==> config.mk <==
export PLATFORM = sky130hd
export DESIGN_NAME = qpos_counter
export DESIGN_NICKNAME = d
export VERILOG_FILES = /design/src/rtl/qpos_pkg.sv /design/src/rtl/qpos_sync.sv /design/src/rtl/qpos_decode.sv /design/src/rtl/qpos_core.sv /design/src/rtl/qpos_irq.sv /design/src/rtl/qpos_counter.sv
export SDC_FILE = /design/constraint.sdc
export NUM_CORES = 1
export LEC_CHECK = 0
export ABC_AREA = 1
export BUFFER_PORTS_ARGS = -buffer_cell sky130_fd_sc_hd__buf_2
export CAP_MARGIN = 10
export CORE_MARGIN = 1.5
export CORE_UTILIZATION = 60
export CTS_CLUSTER_SIZE = 24
export DETAILED_ROUTE_END_ITERATION = 8
export PLACE_DENSITY = 0.8
export SLEW_MARGIN = 10
export SYNTH_ARGS = -nofsm -noshare
export SYNTH_HDL_FRONTEND = slang
export SYNTH_SLANG_ARGS = --single-unit
==> constraint.sdc <==
create_clock -name clk -period 3.5 [get_ports clk]
set_clock_uncertainty 0.15 [all_clocks]
set_input_delay 0.525 -clock clk [delete_from_list [all_inputs] [get_ports clk]]
set_output_delay 0.525 -clock clk [all_outputs]
set_load 0.02 [all_outputs]
==> src/rtl/qpos_pkg.sv <==
package qpos_pkg;

  typedef enum logic [1:0] {
    SRC_QUAD    = 2'd0,
    SRC_STEPDIR = 2'd1,
    SRC_UP      = 2'd2,
    SRC_DOWN    = 2'd3
  } src_e;

  localparam int ADDR_W   = 3;
  localparam int DATA_W   = 32;

  localparam logic [ADDR_W-1:0] A_COUNT = 3'd0;
  localparam logic [ADDR_W-1:0] A_LIMIT = 3'd1;
  localparam logic [ADDR_W-1:0] A_DEC   = 3'd2;
  localparam logic [ADDR_W-1:0] A_RUN   = 3'd3;
  localparam logic [ADDR_W-1:0] A_IEN   = 3'd4;
  localparam logic [ADDR_W-1:0] A_FLAG  = 3'd5;
  localparam logic [ADDR_W-1:0] A_CLR   = 3'd6;

  localparam int SRC_HI   = 15;
  localparam int SRC_LO   = 14;
  localparam int BOTH_BIT = 11;
  localparam int RUN_BIT  = 3;
  localparam int OVF_BIT  = 6;
  localparam int UNF_BIT  = 5;
  localparam int GLB_BIT  = 0;

endpackage

==> src/rtl/qpos_sync.sv <==
module qpos_sync #(
  parameter int N = 2
) (
  input  logic         clk,
  input  logic         rst_n,
  input  logic [N-1:0] raw,
  output logic [N-1:0] lvl,
  output logic [N-1:0] prv
);

  for (genvar i = 0; i < N; i++) begin : g_ch
    logic s1_q, s2_q, s3_q;

    always_ff @(posedge clk or negedge rst_n) begin
      if (!rst_n) begin
        s1_q <= 1'b0;
        s2_q <= 1'b0;
        s3_q <= 1'b0;
      end else begin
        s1_q <= raw[i];
        s2_q <= s1_q;
        s3_q <= s2_q;
      end
    end

    assign lvl[i] = s2_q;
    assign prv[i] = s3_q;
  end

endmodule

==> src/rtl/qpos_decode.sv <==
module qpos_decode
  import qpos_pkg::*;
(
  input  src_e       src,
  input  logic       both_edges,
  input  logic [1:0] lvl,
  input  logic [1:0] prv,
  output logic       step,
  output logic       up
);

  logic a_chg, b_chg, a_rise;

  assign a_chg  = lvl[0] ^ prv[0];
  assign b_chg  = lvl[1] ^ prv[1];
  assign a_rise = lvl[0] & ~prv[0];

  always_comb begin
    step = 1'b0;
    up   = 1'b0;
    unique case (src)
      SRC_QUAD: begin
        step = a_chg ^ b_chg;
        up   = lvl[0] ^ prv[1];
      end
      SRC_STEPDIR: begin
        step = a_rise;
        up   = lvl[1];
      end
      SRC_UP: begin
        step = both_edges ? a_chg : a_rise;
        up   = 1'b1;
      end
      SRC_DOWN: begin
        step = both_edges ? a_chg : a_rise;
        up   = 1'b0;
      end
      default: begin
        step = 1'b0;
        up   = 1'b0;
      end
    endcase
  end

endmodule

==> src/rtl/qpos_core.sv <==
module qpos_core #(
  parameter int W = 32
) (
  input  logic         clk,
  input  logic         rst_n,
  input  logic         run,
  input  logic         step,
  input  logic         up,
  input  logic         ld,
  input  logic [W-1:0] ld_val,
  input  logic [W-1:0] maxv,
  output logic [W-1:0] cnt,
  output logic         ovf_evt,
  output logic         unf_evt
);

  localparam logic [W-1:0] ZERO = '0;
  localparam logic [W-1:0] ONE  = W'(1);

  logic [W-1:0] cnt_q, cnt_d;
  logic         cnt_en;
  logic         at_max, at_zero, go;

  assign at_max  = (cnt_q == maxv);
  assign at_zero = (cnt_q == ZERO);
  assign go      = run & step & ~ld;

  always_comb begin
    cnt_d   = cnt_q;
    cnt_en  = 1'b0;
    ovf_evt = 1'b0;
    unf_evt = 1'b0;
    if (ld) begin
      cnt_d  = ld_val;
      cnt_en = 1'b1;
    end else if (go) begin
      cnt_en = 1'b1;
      if (up) begin
        if (at_max) begin
          cnt_d   = ZERO;
          ovf_evt = 1'b1;
        end else begin
          cnt_d = cnt_q + ONE;
        end
      end else begin
        if (at_zero) begin
          cnt_d   = maxv;
          unf_evt = 1'b1;
        end else begin
          cnt_d = cnt_q - ONE;
        end
      end
    end
  end

  always_ff @(posedge clk or negedge rst_n) begin
    if (!rst_n)      cnt_q <= ZERO;
    else if (cnt_en) cnt_q <= cnt_d;
  end

  assign cnt = cnt_q;


  cnt_load_chk: assert property (@(posedge clk) disable iff (!rst_n)
    ld |=> cnt_q == $past(ld_val));


  cnt_hold_chk: assert property (@(posedge clk) disable iff (!rst_n)
    (!run && !ld) |=> $stable(cnt_q));


  ovf_wrap_chk: assert property (@(posedge clk) disable iff (!rst_n)
    (run && step && up && !ld && cnt_q == maxv) |=> cnt_q == ZERO);


  unf_wrap_chk: assert property (@(posedge clk) disable iff (!rst_n)
    (run && step && !up && !ld && cnt_q == ZERO) |=> cnt_q == $past(maxv));

endmodule

==> src/rtl/qpos_irq.sv <==
module qpos_irq (
  input  logic       clk,
  input  logic       rst_n,
  input  logic       ovf_evt,
  input  logic       unf_evt,
  input  logic [1:0] ien,
  input  logic       clr_we,
  input  logic [2:0] clr_bits,
  output logic [2:0] flg,
  output logic       irq
);

  logic [2:0] flg_q, flg_d, set_v, clr_v;
  logic       glb_set;

  assign glb_set = (ovf_evt & ien[1]) | (unf_evt & ien[0]);
  assign set_v   = {ovf_evt, unf_evt, glb_set};
  assign clr_v   = clr_we ? clr_bits : 3'b000;

  always_comb begin
    flg_d = (flg_q & ~clr_v) | set_v;
  end

  always_ff @(posedge clk or negedge rst_n) begin
    if (!rst_n) flg_q <= 3'b000;
    else        flg_q <= flg_d;
  end

  assign flg = flg_q;
  assign irq = |(flg_q[2:1] & ien);


  ovf_set_wins_chk: assert property (@(posedge clk) disable iff (!rst_n)
    ovf_evt |=> flg_q[2]);


  ovf_clear_chk: assert property (@(posedge clk) disable iff (!rst_n)
    (clr_we && clr_bits[2] && !ovf_evt) |=> !flg_q[2]);


  unf_sticky_chk: assert property (@(posedge clk) disable iff (!rst_n)
    (flg_q[1] && !(clr_we && clr_bits[1])) |=> flg_q[1]);

endmodule

==> src/rtl/qpos_counter.sv <==
module qpos_counter
  import qpos_pkg::*;
(
  input  logic              clk,
  input  logic              rst_n,
  input  logic              enc_a,
  input  logic              enc_b,
  input  logic [ADDR_W-1:0] reg_addr,
  input  logic              reg_wr,
  input  logic [DATA_W-1:0] reg_wdata,
  output logic [DATA_W-1:0] reg_rdata,
  output logic              irq
);

  localparam logic [DATA_W-1:0] MAX_RST = '1;

  logic rst_meta_q, rst_q;
  always_ff @(posedge clk or negedge rst_n) begin
    if (!rst_n) begin
      rst_meta_q <= 1'b0;
      rst_q      <= 1'b0;
    end else begin
      rst_meta_q <= 1'b1;
      rst_q      <= rst_meta_q;
    end
  end

  logic [DATA_W-1:0] max_q, max_d;
  src_e              src_q, src_d;
  logic              both_q, both_d, run_q, run_d;
  logic [1:0]        ien_q, ien_d;
  logic              we_max, we_dec, we_run, we_ien, we_cnt, we_clr;

  assign we_cnt = reg_wr & (reg_addr == A_COUNT);
  assign we_max = reg_wr & (reg_addr == A_LIMIT);
  assign we_dec = reg_wr & (reg_addr == A_DEC);
  assign we_run = reg_wr & (reg_addr == A_RUN);
  assign we_ien = reg_wr & (reg_addr == A_IEN);
  assign we_clr = reg_wr & (reg_addr == A_CLR);

  always_comb begin
    max_d  = max_q;
    src_d  = src_q;
    both_d = both_q;
    run_d  = run_q;
    ien_d  = ien_q;
    if (we_max) max_d = reg_wdata;
    if (we_dec) begin
      src_d  = src_e'(reg_wdata[SRC_HI:SRC_LO]);
      both_d = reg_wdata[BOTH_BIT];
    end
    if (we_run) run_d = reg_wdata[RUN_BIT];
    if (we_ien) ien_d = {reg_wdata[OVF_BIT], reg_wdata[UNF_BIT]};
  end

  always_ff @(posedge clk or negedge rst_q) begin
    if (!rst_q) begin
      max_q  <= MAX_RST;
      src_q  <= SRC_QUAD;
      both_q <= 1'b0;
      run_q  <= 1'b0;
      ien_q  <= 2'b00;
    end else begin
      max_q  <= max_d;
      src_q  <= src_d;
      both_q <= both_d;
      run_q  <= run_d;
      ien_q  <= ien_d;
    end
  end

  logic [1:0] lvl, prv;
  logic       step, up, ovf_evt, unf_evt;
  logic [DATA_W-1:0] cnt;
  logic [2:0] flg;

  qpos_sync #(.N(2)) u_sync (
    .clk   (clk),
    .rst_n (rst_q),
    .raw   ({enc_b, enc_a}),
    .lvl   (lvl),
    .prv   (prv)
  );

  qpos_decode u_dec (
    .src        (src_q),
    .both_edges (both_q),
    .lvl        (lvl),
    .prv        (prv),
    .step       (step),
    .up         (up)
  );

  qpos_core #(.W(DATA_W)) u_core (
    .clk     (clk),
    .rst_n   (rst_q),
    .run     (run_q),
    .step    (step),
    .up      (up),
    .ld      (we_cnt),
    .ld_val  (reg_wdata),
    .maxv    (max_q),
    .cnt     (cnt),
    .ovf_evt (ovf_evt),
    .unf_evt (unf_evt)
  );

  qpos_irq u_irq (
    .clk      (clk),
    .rst_n    (rst_q),
    .ovf_evt  (ovf_evt),
    .unf_evt  (unf_evt),
    .ien      (ien_q),
    .clr_we   (we_clr),
    .clr_bits ({reg_wdata[OVF_BIT], reg_wdata[UNF_BIT], reg_wdata[GLB_BIT]}),
    .flg      (flg),
    .irq      (irq)
  );

  always_comb begin
    reg_rdata = '0;
    unique case (reg_addr)
      A_COUNT: reg_rdata = cnt;
      A_LIMIT: reg_rdata = max_q;
      A_DEC: begin
        reg_rdata[SRC_HI:SRC_LO] = src_q;
        reg_rdata[BOTH_BIT]      = both_q;
      end
      A_RUN:   reg_rdata[RUN_BIT] = run_q;
      A_IEN: begin
        reg_rdata[OVF_BIT] = ien_q[1];
        reg_rdata[UNF_BIT] = ien_q[0];
      end
      A_FLAG: begin
        reg_rdata[OVF_BIT] = flg[2];
        reg_rdata[UNF_BIT] = flg[1];
        reg_rdata[GLB_BIT] = flg[0];
      end
      default: reg_rdata = '0;
    endcase
  end


  phase_err_chk: assert property (@(posedge clk) disable iff (!rst_q)
    (src_q == SRC_QUAD && (lvl[0] != prv[0]) && (lvl[1] != prv[1])) |-> !step);


  no_step_when_idle_chk: assert property (@(posedge clk) disable iff (!rst_q)
    (!run_q && !we_cnt) |=> !$changed(cnt));


  irq_enabled_only_chk: assert property (@(posedge clk) disable iff (!rst_q)
    (ien_q == 2'b00) |-> !irq);

endmodule

Word level (Yosys, flattened, before mapping)
Cells that the tools add are included.
{"block": "op_classes", "n_addsub": 2, "n_eq_ne": 10, "n_mux": 29, "n_bitwise": 22, "n_reduce_logical": 7}
{"op": "32-bit 2-to-1 mux", "count": 5}
{"op": "32-bit by 1-bit adder with 32-bit output, second input constant", "count": 1}
{"op": "32-bit equality test", "count": 1}
{"op": "32-bit logical NOT", "count": 1}
{"op": "16-bit case mux with 2 select lines", "count": 1}
{"op": "32-bit by 1-bit subtractor with 32-bit output, second input constant", "count": 1}
{"op": "1-bit case mux with 3 select lines", "count": 4}
{"op": "1-bit bitwise AND", "count": 11}
{"op": "1-bit 2-to-1 mux", "count": 11}
{"op": "3-bit equality test, second input constant", "count": 3}
{"op": "2-bit case mux with 2 select lines", "count": 2}
{"op": "2-bit case mux with 4 select lines", "count": 1}
{"op": "4-bit case mux with 2 select lines", "count": 1}
{"op": "3-bit by 2-bit equality test with 1-bit output, second input constant", "count": 2}
{"op": "2-bit case mux with 3 select lines", "count": 1}
{"op": "2-bit equality test, second input constant", "count": 2}
{"op": "1-bit case mux with 4 select lines", "count": 1}
{"op": "2-bit OR reduction", "count": 2}
{"op": "1-bit bitwise XOR", "count": 4}
{"op": "3-bit bitwise AND", "count": 1}
{"op": "3-bit by 1-bit equality test with 1-bit output, second input constant", "count": 1}
{"op": "3-bit logical NOT", "count": 1}
{"op": "3-bit 2-to-1 mux", "count": 1}
{"op": "3-bit NOT", "count": 1}
{"op": "other kinds (9)", "count": 10}
{"block": "totals", "regBits": 81, "in_bits": 40, "output_inout_bits": 33, "elab_cells": 85}

Logic depth before layout (Yosys ltp)
{"block": "depth", "depth_word": 11, "depth_mapped": 14, "mapped_depth_nobuf": 13}

Cells and area by module
Synthesis repeated with hierarchy kept, for this count alone.
{"block": "unflattened", "cells_unflattened": 1310, "hier_area_um2": 7831.3}
{"mod": "qpos_core", "n_inst": 1, "cells_each": 959, "area_each_um2": 5270.1, "seq_area_each_um2": 800.8}
{"mod": "qpos_counter", "n_inst": 1, "cells_each": 303, "area_each_um2": 2140.8, "seq_area_each_um2": 1041.0}
{"mod": "qpos_sync", "n_inst": 1, "cells_each": 10, "area_each_um2": 180.2, "seq_area_each_um2": 150.1}
{"mod": "qpos_irq", "n_inst": 1, "cells_each": 19, "area_each_um2": 136.4, "seq_area_each_um2": 75.1}
{"mod": "qpos_decode", "n_inst": 1, "cells_each": 19, "area_each_um2": 103.8, "seq_area_each_um2": 0.0}

Worst setup path after synthesis
No wires, ideal clock.
{"block": "synth_timing", "kind": "input-to-output", "start": "in reg_addr[0]", "end": "out reg_rdata[28]", "t_arrival_ps": 1599, "t_required_ps": 2825, "setup_slack_ps": 1226, "path_stages": 6, "n_path_buf": 1, "cell_sequence": "inv_1 -> nand2_1 -> nor2_1 -> inv_1 -> clkbuf_1 -> o21ai_0"}
{"block": "synth_between", "elab_chain_cells": 2, "elab_cells_between_ends": 3, "classes_between": "1 x eq/ne; 1 x mux; 1 x reduce/logical"}
{"item": "start: declaration", "line_no": "qpos_counter.sv:8", "source": "input logic [ADDR_W-1:0] reg_addr,"}
{"item": "3-bit by 1-bit equality test with 1-bit output or 3-bit logical NOT (tied branches)", "line_no": "qpos_counter.sv:122", "source": "unique case (reg_addr)"}
{"item": "16-bit case mux with 2 select lines *", "line_no": "qpos_counter.sv:122"}
{"item": "end: declaration", "line_no": "qpos_counter.sv:11", "source": "output logic [DATA_W-1:0] reg_rdata,"}
Every way passes the cells marked *; elsewhere a longest branch is shown, timed or not.

Final worst setup path
Ends and elaborated chain as after synthesis.

==> flow_summary.json <==
{
  "finish.instance_area_um2": 7571,
  "drive_above_1_share_pct": 14.67,
  "tns_ns": 0,
  "grt_antenna_before_repair": 0,
  "required_ns": 2.82,
  "hold_class": "in -> reg",
  "hpwlAfterDp_um": 14820,
  "grt_pass1_wl_um": 33420,
  "vdd_drop_max_v": 0.0004016,
  "start_kind": "input port",
  "layout.nets": 1183,
  "cts_buffers": 9,
  "cts_resized": 0,
  "pin_count": 73,
  "fin_crit_ns": 2.824,
  "synth.area.top_cells": "nand2_1, dfrtp_1, dfstp_2",
  "tightest_slew_ns": 1.148,
  "synth_edf_count": 0,
  "worstSetupPathType": "in -> out",
  "outcome": "finished clean",
  "synth_top_area_cell": "nand2_1",
  "vias_per_cell": 5.582,
  "path_max_fanout": 30,
  "ys_warn_count": 0,
  "ys_seq_elements": 81,
  "syn_inst": 1103,
  "synth.net_count": 1146,
  "routedWlPerCell_um": 15.67,
  "cts_setup_buffers": 0,
  "max_clock_freq_ghz": 0.3541,
  "n_antenna_cell": 0,
  "slowest_stage": "inv_1",
  "path_cells": "buf_2, inv_1, nand2_1, nor2_1, inv_1, o21ai_0, buf_2",
  "num_vias": 7189,
  "rrSetupSlack_ns": 0.72,
  "core-area_um2": 11370,
  "cts.sinks": 81,
  "drv_cap": 0,
  "clock_latency_ns": 0.36,
  "routed_wl_um": 20190,
  "cts_root_buffer": "clkbuf_16",
  "leakagePower_nw": 3.898,
  "cts_hold_buf": 1,
  "cts.path.max_buffers": 2,
  "htree_levels": 3,
  "synth.cell_area_um2": 6962,
  "rsz0062_at_grt": "false",
  "syn_avg_cell_area_um2": 6.312,
  "die_width_um": 110.7,
  "cpPeakStageDelay_ns": 0.54,
  "drv_slew": 0,
  "cts_tree": "done",
  "port-buffer-count": 72,
  "ant_nets": 0,
  "drc": 0,
  "die_h_um": 110.7,
  "whs_ns": 0.1245,
  "drt_first_pass_iters": 5,
  "power_density_nw_per_um2": 708.7,
  "grt_pass1_vias": 6458,
  "clk_pin_slew_worst_paths_ns": 0.06,
  "row_count": 39,
  "drt_iter0_drc": 801,
  "finalCritPeriodShare_pct": 80.69,
  "place_congestion": 0.9673,
  "yosysUniqueCellTypes": 36,
  "cp-end-kind": "output pin",
  "synth.top_cell.area_share_pct": 19.19,
  "dieArea_um2": 12260,
  "placed_area_um2": 7256,
  "setup_viol": 0,
  "grt_max_degree": 56,
  "grt_util_all_layers_pct": 34.20,
  "relSlewSlack_pct": 23.37,
  "ys_seq_area_share_pct": 29.69,
  "synthFlopType": "dfrtp_1",
  "ys_async_sr_fraction_pct": 100.0,
  "synthToLayoutAreaGrowth_pct": 8.753,
  "initial_core_util_pct": 61.23,
  "grt_overflow_total": 0,
  "finalPower_mw": 5.365,
  "cp.arrival_ns": 2.15,
  "finalHoldViolCount": 0
}
## Yosys cell counts (24+ instances only)
| master | number |
|---|---|
| a21oi_1 | 24 |
| buf_2 | 26 |
| dfrtp_1 | 49 |
| dfstp_2 | 32 |
| inv_1 | 165 |
| nand2_1 | 356 |
| nand3_1 | 79 |
| nor2_1 | 100 |
| o21ai_0 | 55 |
| o22ai_1 | 54 |
| xnor2_1 | 24 |
| xor2_1 | 34 |
## power breakdown
group,switching (mW),internal [mW]
sequential,0.525,1.25
clock,0.409,0.576
combinational,1.66,0.952
## cells by family after synthesis
group,share of synthesized area (%)
flops,29.69
mux,0.1617
buf+inv,13.93
compound gates,11.90
simple gates,36.43
other cells,0.05387
xor+xnor,7.297
fa+ha+maj,0.5392
## final cells by class
type / count / area [um2]
Clock buffer: 11 / 242.7
Clock inverter: 5 / 62.56
Fill cell: 1040 / 3799
Inverter: 166 / 625.6
Multi-Input combinational cell: 797 / 3930
Sequential cell: 81 / 2071
Tap cell: 143 / 178.9
Timing Repair Buffer: 85 / 460.4
## stage by stage
stage                     utilization, %  setup WS (ns)  instances
after global routing               66.59         0.4786       1288
after detailed placement           63.82         0.7080       1271
final                              66.59         0.6757       1288
after CTS                          66.59         0.6909       1288
after global placement             63.82         0.7705       1271
after floorplan                        -         0.9829       1103
## state kept, by name, indices dropped and copies added (netlist names), 2 cells and up
name / cells
u_core.cnt: 32
u_sync.g_ch.s1_q: 2
u_sync.g_ch.s2_q: 2
ien_q: 2
max_q: 32
src_q: 2
u_sync.g_ch.s3_q: 2
u_irq.flg: 3
## worst max-delay path, delay by kind of cell
kind                   cells  cell delay (ns)
AND/OR/NAND/NOR            2             0.27
AO/OA/AOI/OAI              1             0.39
buffers and inverters      4             0.95
## layout by cell type (no fill, tap or decap), types with 6 or more instances in the layout
| cell type | n |
|---|---|
| inv_1 | 165 |
| dfstp_2 | 32 |
| xnor2_1 | 24 |
| o21ai_0 | 55 |
| nand4_1 | 16 |
| nand2_2 | 7 |
| nand3_1 | 79 |
| nor2_1 | 99 |
| o22ai_1 | 54 |
| nand2_1 | 355 |
| xor2_1 | 34 |
| buf_2 | 72 |
| nand3_2 | 6 |
| nor2_4 | 8 |
| nor2_2 | 8 |
| a21oi_1 | 24 |
| buf_4 | 12 |
| dfrtp_1 | 48 |
| clkbuf_16 | 9 |
## layer usage
metal  wire (um)  vias to the layer above  track usage [%]
li1            -                     3542                -
met1        9065                     3293            48.90
met2        8970                      315            52.43
met3        1685                       39            5.139
met4         468                        0            13.25
met5           0                        -                0
## path summary, 6_finish.rpt
path / start / to / cells past startpoint
worst min register to register: u_sync.g_ch[1].s1_q / u_sync.g_ch[1].s2_q / 0
max in group asynchronous: rst_q / max_q[24] / 1
worst max-delay path: reg_addr[0] / reg_rdata[28] / 7
worst max register to register: u_sync.g_ch[0].s2_q / u_core.cnt[17] / 9
worst min-delay path: enc_b / u_sync.g_ch[1].s1_q / 1
min in group asynchronous: rst_q / ien_q[1] / 0
(Power assumes the default switching activity.)
